===== config.mk =====
export PLATFORM = sky130hd
export DESIGN_NAME = timer_capture_chan
export DESIGN_NICKNAME = d
export VERILOG_FILES = /design/src/rtl/tcap_pkg.sv /design/src/rtl/tcap_ctrl.sv /design/src/rtl/tcap_datapath.sv /design/src/rtl/timer_capture_chan.sv
export SDC_FILE = /design/constraint.sdc
export NUM_CORES = 1
export LEC_CHECK = 0
export BUFFER_PORTS_ARGS = -buffer_cell sky130_fd_sc_hd__buf_2
export CORE_ASPECT_RATIO = 0.5
export CORE_MARGIN = 3
export CORE_UTILIZATION = 25
export CTS_CLUSTER_SIZE = 40
export DETAILED_ROUTE_END_ITERATION = 8
export PLACE_DENSITY_LB_ADDON = 0.25
export SKIP_LAST_GASP = 1
export SLEW_MARGIN = 15
export SYNTH_ARGS = -nofsm -noshare
export SYNTH_HDL_FRONTEND = slang
export SYNTH_SLANG_ARGS = --single-unit

===== constraint.sdc =====
create_clock -name clk -period 2.42 [get_ports clk]
set_clock_uncertainty 0.2 [all_clocks]
set_input_delay 0.242 -clock clk [delete_from_list [all_inputs] [get_ports clk]]
set_output_delay 0.242 -clock clk [all_outputs]
set_load 0.01 [all_outputs]

===== src/rtl/tcap_pkg.sv =====
package tcap_pkg;
  // strobes from control to datapath
  typedef struct packed {
    logic capture;
    logic count;
  } dpStrobe_t;

  localparam int ADDR_CTRL = 0;
  localparam int ADDR_FLAG = 1;
  localparam int CTRL_W    = 3;
endpackage


===== src/rtl/tcap_ctrl.sv =====
module tcap_ctrl
  import tcap_pkg::*;
#(
  parameter int SYNC_STAGES = 2,
  parameter int QUAL_LEN    = 2,
  parameter int ADDR_W      = 2
) (
  input  logic              clk,
  input  logic              rstN,
  input  logic              pinIn,
  input  logic              tickEn,
  input  logic              wrEn,
  input  logic [ADDR_W-1:0] wrAddr,
  input  logic [CTRL_W-1:0] wrData,
  output dpStrobe_t         stb,
  output logic              posEn,
  output logic              negEn,
  output logic              irqEn,
  output logic              capFlag,
  output logic              irqReq,
  output logic              pinLevel
);
  logic [SYNC_STAGES-1:0] syncQ;
  logic                   syncOut;
  logic [QUAL_LEN-2:0]    histQ;
  logic [QUAL_LEN-1:0]    window;
  logic                   filtQ;
  logic                   riseDet;
  logic                   fallDet;
  logic                   capNow;
  logic                   ctrlWr;
  logic                   flagClr;

  // input synchronizer
  always_ff @(posedge clk or negedge rstN) begin
    if (!rstN) syncQ <= '0;
    else       syncQ <= {syncQ[SYNC_STAGES-2:0], pinIn};
  end
  assign syncOut = syncQ[SYNC_STAGES-1];

  // sample history for the stable-width qualifier
  generate
    if (QUAL_LEN > 2) begin : gLongHist
      always_ff @(posedge clk or negedge rstN) begin
        if (!rstN) histQ <= '0;
        else       histQ <= {histQ[QUAL_LEN-3:0], syncOut};
      end
    end else begin : gShortHist
      always_ff @(posedge clk or negedge rstN) begin
        if (!rstN) histQ <= '0;
        else       histQ <= syncOut;
      end
    end
  endgenerate

  assign window  = {histQ, syncOut};
  assign riseDet = (&window) && !filtQ;
  assign fallDet = !(|window) && filtQ;

  always_ff @(posedge clk or negedge rstN) begin
    if (!rstN)        filtQ <= 1'b0;
    else if (riseDet) filtQ <= 1'b1;
    else if (fallDet) filtQ <= 1'b0;
  end

  assign capNow  = (riseDet && posEn) || (fallDet && negEn);
  assign ctrlWr  = wrEn && (wrAddr == ADDR_W'(ADDR_CTRL));
  assign flagClr = wrEn && (wrAddr == ADDR_W'(ADDR_FLAG)) && !wrData[0];

  always_ff @(posedge clk or negedge rstN) begin
    if (!rstN) begin
      posEn <= 1'b0;
      negEn <= 1'b0;
      irqEn <= 1'b0;
    end else if (ctrlWr) begin
      posEn <= wrData[0];
      negEn <= wrData[1];
      irqEn <= wrData[2];
    end
  end

  // capture has priority over a software clear
  always_ff @(posedge clk or negedge rstN) begin
    if (!rstN)        capFlag <= 1'b0;
    else if (capNow)  capFlag <= 1'b1;
    else if (flagClr) capFlag <= 1'b0;
  end

  assign irqReq      = capFlag && irqEn;
  assign pinLevel    = filtQ;
  assign stb.capture = capNow;
  assign stb.count   = tickEn;
endmodule


===== src/rtl/tcap_datapath.sv =====
module tcap_datapath
  import tcap_pkg::*;
#(
  parameter int CNT_W = 16
) (
  input  logic             clk,
  input  logic             rstN,
  input  dpStrobe_t        stb,
  output logic [CNT_W-1:0] timerVal,
  output logic [CNT_W-1:0] capVal
);
  logic [CNT_W-1:0] cntQ;
  logic [CNT_W-1:0] capQ;

  always_ff @(posedge clk or negedge rstN) begin
    if (!rstN)          cntQ <= '0;
    else if (stb.count) cntQ <= cntQ + 1'b1;
  end

  always_ff @(posedge clk or negedge rstN) begin
    if (!rstN)            capQ <= '0;
    else if (stb.capture) capQ <= cntQ;
  end

  assign timerVal = cntQ;
  assign capVal   = capQ;
endmodule


===== src/rtl/timer_capture_chan.sv =====
module timer_capture_chan
  import tcap_pkg::*;
#(
  parameter int DATA_W      = 8,
  parameter int ADDR_W      = 2,
  parameter int SYNC_STAGES = 2,
  parameter int QUAL_LEN    = 2,
  localparam int CNT_W      = 2 * DATA_W
) (
  input  logic              clk,
  input  logic              rstN,
  input  logic              tickEn,
  input  logic              pinIn,
  input  logic              wrEn,
  input  logic [ADDR_W-1:0] wrAddr,
  input  logic [CTRL_W-1:0] wrData,
  output logic [CTRL_W-1:0] ctrlRd,
  output logic [CNT_W-1:0]  timerVal,
  output logic [DATA_W-1:0] capLo,
  output logic [DATA_W-1:0] capHi,
  output logic              capFlag,
  output logic              irqReq,
  output logic              pinLevel
);
  dpStrobe_t        stb;
  logic             posEn;
  logic             negEn;
  logic             irqEn;
  logic [CNT_W-1:0] capVal;

  tcap_ctrl #(
    .SYNC_STAGES(SYNC_STAGES),
    .QUAL_LEN   (QUAL_LEN),
    .ADDR_W     (ADDR_W)
  ) uCtrl (
    .clk     (clk),
    .rstN    (rstN),
    .pinIn   (pinIn),
    .tickEn  (tickEn),
    .wrEn    (wrEn),
    .wrAddr  (wrAddr),
    .wrData  (wrData),
    .stb     (stb),
    .posEn   (posEn),
    .negEn   (negEn),
    .irqEn   (irqEn),
    .capFlag (capFlag),
    .irqReq  (irqReq),
    .pinLevel(pinLevel)
  );

  tcap_datapath #(.CNT_W(CNT_W)) uData (
    .clk     (clk),
    .rstN    (rstN),
    .stb     (stb),
    .timerVal(timerVal),
    .capVal  (capVal)
  );

  assign ctrlRd = {irqEn, negEn, posEn};
  assign capLo  = capVal[DATA_W-1:0];
  assign capHi  = capVal[CNT_W-1:DATA_W];
endmodule


==> Yosys cells after proc, flatten, opt, wreduce, memory -nomap -nowiden <==
Index checks and enable logic that the tools add are counted.
{ "word_totals": {"memories": 0, "rom_bits": 0, "in_bits": 10, "ram_bits": 0, "latch_bits": 0, "reg_bits": 40} }
{ "op_classes": {"muxes": 4, "n_mul": 0, "n_bitwise": 0, "n_reduce_logical": 17, "eq_ne": 1, "n_shift": 0, "add_sub_neg": 1, "order_cmp": 0, "div_mod_pow": 0} }
{ "ops": {"columns": ["operator", "count"], "rows": [
  ["16-bit by 1-bit adder with 16-bit output (second input constant)", 1],
  ["1-bit logical AND", 8],
  ["1-bit two-way mux", 4],
  ["2-bit nonzero test", 2],
  ["1-bit logical NOT", 3],
  ["2-bit by 1-bit == test with 1-bit output (second input constant)", 1],
  ["2-bit logical NOT", 1],
  ["2-bit AND reduction", 1],
  ["2-bit OR reduction", 1],
  ["1-bit logical OR", 1]
]} }

==> Depth between registers and ports, before layout <==
{ "depth": {"depth_word": 6, "depth_mapped": 4} }

==> Hierarchy <==
A second synthesis with hierarchy kept.
{ "unflattened": {"hier_cells": 115, "hier_area_um2": 1634.1} }
{ "modules_own_cells": {"columns": ["mod", "seq_area_each_um2", "cells_per_inst", "n_inst", "area_per_inst_um2"], "rows": [
  ["tcap_datapath", 800.8, 89, 1, 1278.7],
  ["tcap_ctrl", 200.2, 23, 1, 332.8],
  ["timer_capture_chan", 0.0, 3, 1, 22.5]
]} }

==> Worst setup path after synthesis <==
No wires, ideal clock.
{ "synth_timing": {"kind": "reg-to-reg", "start": "reg uCtrl.filtQ (netlist: uCtrl.pinLevel)", "end": "reg uData.capQ[10] (netlist: uData.capVal[10])", "path_stages_with_launch": 5, "path_slack_ns": 0.667, "synth_period_minus_slack_ns": 1.753, "n_path_buf": 1, "arrival_ns": 1.428, "cell_sequence": "dfrtp_1 and4b_1 a31oi_4 buf_12 mux2_4"} }
{ "synth_between": {"elab_chain_len": 4, "elab_cells_between_ends": 6, "classes_between": "reduce/logical: 6"} }
{ "synth_lines": {"columns": ["element", "line", "rtl"], "rows": [
  ["start: declaration", "tcap_ctrl.sv:27", "logic filtQ;"],
  ["start signal: assignment", "tcap_ctrl.sv:61", "if (!rstN) filtQ <= 1'b0;"],
  ["start signal: assignment", "tcap_ctrl.sv:62", "else if (riseDet) filtQ <= 1'b1;"],
  ["start signal: assignment", "tcap_ctrl.sv:63", "else if (fallDet) filtQ <= 1'b0;"],
  ["1-bit logical NOT", "tcap_ctrl.sv:57", "assign riseDet = (&window) && !filtQ;"],
  ["1-bit logical AND", "tcap_ctrl.sv:57", null],
  ["1-bit logical AND", "tcap_ctrl.sv:66", "assign capNow = (riseDet && posEn) || (fallDet && negEn);"],
  ["1-bit logical OR *", "tcap_ctrl.sv:66", null],
  ["end signal: assignment", "tcap_datapath.sv:22", "else if (stb.capture) capQ <= cntQ;"],
  ["end: declaration", "tcap_datapath.sv:13", "logic [CNT_W-1:0] capQ;"]
]} }
Every way passes the cells marked *; elsewhere a longest branch is shown, timed or not.
A chain may end at the register's enable or synchronous reset.

==> Worst setup path in the final report <==
{ "layout_timing": {"start": "reg uCtrl.filtQ (netlist: uCtrl.pinLevel)", "end": "reg uData.capQ[2] (netlist: uData.capVal[2])"} }
The elaborated chain is that of the path after synthesis.

==> key figures <==
Timing
  • Peak Freq: 554 MHz
  • Fin crit period: 1800 ps
  • Final Hold Fails: 0
  • Least-Margin Pin Slew: 887 ps
  • Final setup viols: 0
  • Headroom to the max-slew limit: 40.9%
  • Setup TNS: 0 ps
  • RSZ-0062 raised after global routing: no
  • Final period util: 74.5%
  • Final slew viol count: 0

Floorplan
  • CORE AREA: 6260 sq um
  • Row count: 20
  • Die area: 7740 sq um
  • Initial Util: 26.6%
  • IO Pins: 48
  • Die H: 63.7 um
  • Die W: 121 um

Routing
  • Vias per inst: 4.21
  • Vias post-DR: 1087
  • DRC viols: 0
  • DR iter-0 viols: 33
  • WL final: 3280 um
  • Antenna viol nets, final: 0
  • Drt wl/cell: 12.7 um
  • First-pass DRT Iterations: 4

Setup path
  • CP endpoint kind: flip-flop
  • CP Max Fanout: 17
  • Crit path required time: 2380 ps
  • Critical path class: flip-flop to flip-flop
  • Path depth of the worst reg2reg path: 4
  • Startpoint Class: flip-flop
  • WP data arrival: 1760 ps

Global routing
  • Gr ovfl total: 0
  • Vias in the first global route: 1125
  • Largest net degree at the start of global routing: 41
  • Total GRT Usage: 9.52%
  • Initial antenna violation count: 0
  • First-pass GRT wire length: 5760 um

Power and ir drop
  • Max rail drop VDD: 285 uV
  • Power, Total: 2.07 mW
  • Lkg Pwr: 1.09 nW
  • PwrDens: 959 nW/um^2

Final layout
  • Final nets: 181
  • Antenna Cells: 0
  • Layout Utilization: 34.4%
  • Layout cells sized above 1: 45.3%
  • Final cell count without fillers: 258
  • Final instance area: 2150 sq um
  • Layout filler cell count: 625
  • Syn-to-layout area delta: 29.4%

Clock tree
  • CTS sink cnt: 40
  • CTS tree: yes
  • CTS Buf Count: 5
  • Clk buf depth: 2
  • Worst-skew pair later-pin latency: 280 ps
  • Hold-fix buffers at CTS: 3
  • PostCTS Resize Cnt: 0
  • Clk slew on worst S/H paths: 50 ps
  • Clock root cell: clkbuf_16
  • CTS H-Tree Depth: 2
  • Setup bufs post-CTS: 0

Logic synthesis
  • Post-synth cell types: 23
  • Seq/Total Area, Yosys: 60.1%
  • Syn Nets: 128
  • Share of the synthesized area in the top cell type: 60.1%
  • Biggest area consumer among synthesized cells: dfrtp_1
  • Seq cells post-synth: 40
  • Synth Warn #: 0
  • Largest cells by area after synthesis: dfrtp_1, mux2_4, mux2_2, xor2_1, xnor2_1
  • Avg Cell Area, Syn: 14.2 sq um
  • Syn Std Cell Area: 1670 sq um
  • Mapped Cells: 117

Run status
  • Status: completed

Place
  • Number of port buffers: 47
  • RD Place Congestion: 0.663
  • Placed instance count: 248
  • DP Area: 1970 sq um
  • Post-DP HPWL: 2300 um

Job
  • MaxCap Viol Count: 0

Min path
  • Worst hold path class: input pin to flip-flop
  • Hold Path Depth: 2
[through the flow]
step,worst slack (ps),hold slack [ps]
after floorplan,667,-254
after global placement,671,142
after detailed placement,612,141
after CTS,594,1.01
after global routing,477,15.1
final,617,6.41
[metal layers]
metal	vias up	track usage, %	routed length [um]
met4	0	3.77	53
met5	-	0	0
met2	19	15.9	1660
met1	550	11.7	1430
li1	513	-	-
met3	5	2.69	134
[worst paths after layout]
check / from / end / slack (ps)
max in group asynchronous: rstN / uData.capVal[4] / 1040
max reg2reg: uCtrl.pinLevel / uData.capVal[2] / 620
min: wrData[1] / uCtrl.negEn / 6
min in group asynchronous: rstN / uData.capVal[13] / 430
min reg2reg: uCtrl.syncQ[0] / uCtrl.syncQ[1] / 150
max: uCtrl.pinLevel / uData.capVal[2] / 620
[sequential cells by signal, summed over array words and instances, names as in the netlist]
name / flops
uCtrl.capFlag: 1
uCtrl.syncQ: 2
uData.capVal: 16
uCtrl.negEn: 1
uCtrl.irqEn: 1
uCtrl.posEn: 1
uData.timerVal: 16
uCtrl.histQ: 1
uCtrl.pinLevel: 1
[kinds of logic after synthesis]
group	Yosys count	share of synthesized area [%]
AOI/OAI and AO/OA	2	1.58
xor gates and xnor gates	15	7.89
adders and majority gates	2	1.35
buffers and inverters	7	3.23
DFF	40	60.1
muxes	20	15.6
and+or+nand+nor	31	10.3
[area by class of cell]
type | instances | area (sq um) | share of cell area, %
Timing Repair Buffer | 51 | 273 | 12.7
Clock buffer | 7 | 153 | 7.08
Multi-Input combinational cell | 70 | 611 | 28.3
Tap cell | 88 | 110 | 5.11
Sequential cell | 40 | 1000 | 46.5
Inverter | 2 | 7.51 | 0.348
[synthesized netlist by cell type, drive strengths merged]
library cell   n
a31oi          1
and2           1
and4b          1
buf            4
clkbuf         1
dfrtp         40
ha             1
inv            2
maj3           1
mux2          20
nand2          5
nand2b         2
nand3          4
nand4          5
nor2           4
nor3           4
nor4           5
o21ai          1
xnor2          5
xor2          10
[power breakdown]
part / switching, mW / internal (mW)
Clock: 0.237 / 0.432
Sequential: 0.143 / 0.804
Combinational: 0.222 / 0.229
[critical path, stage by stage (launching register included)]
cell,delay (ps)
dfrtp_1,420
and4b_1,240
a31oi_4,130
buf_4,310
mux2_2,370
[cell usage in the layout, fill, tap and decap left out, types with 2 or more instances in the layout]
master	count
buf_2	47
dfrtp_1	40
mux2_2	11
xor2_1	10
mux2_4	9
nand2_1	5
xnor2_1	5
nor4_1	5
clkbuf_16	5
nor2_1	4
nand4_1	4
nand3_1	4
nor3_1	4
dlygate4sd3_1	3
nand2b_1	2
inv_1	2
clkbuf_8	2
Power figures use the tool's default switching activity.
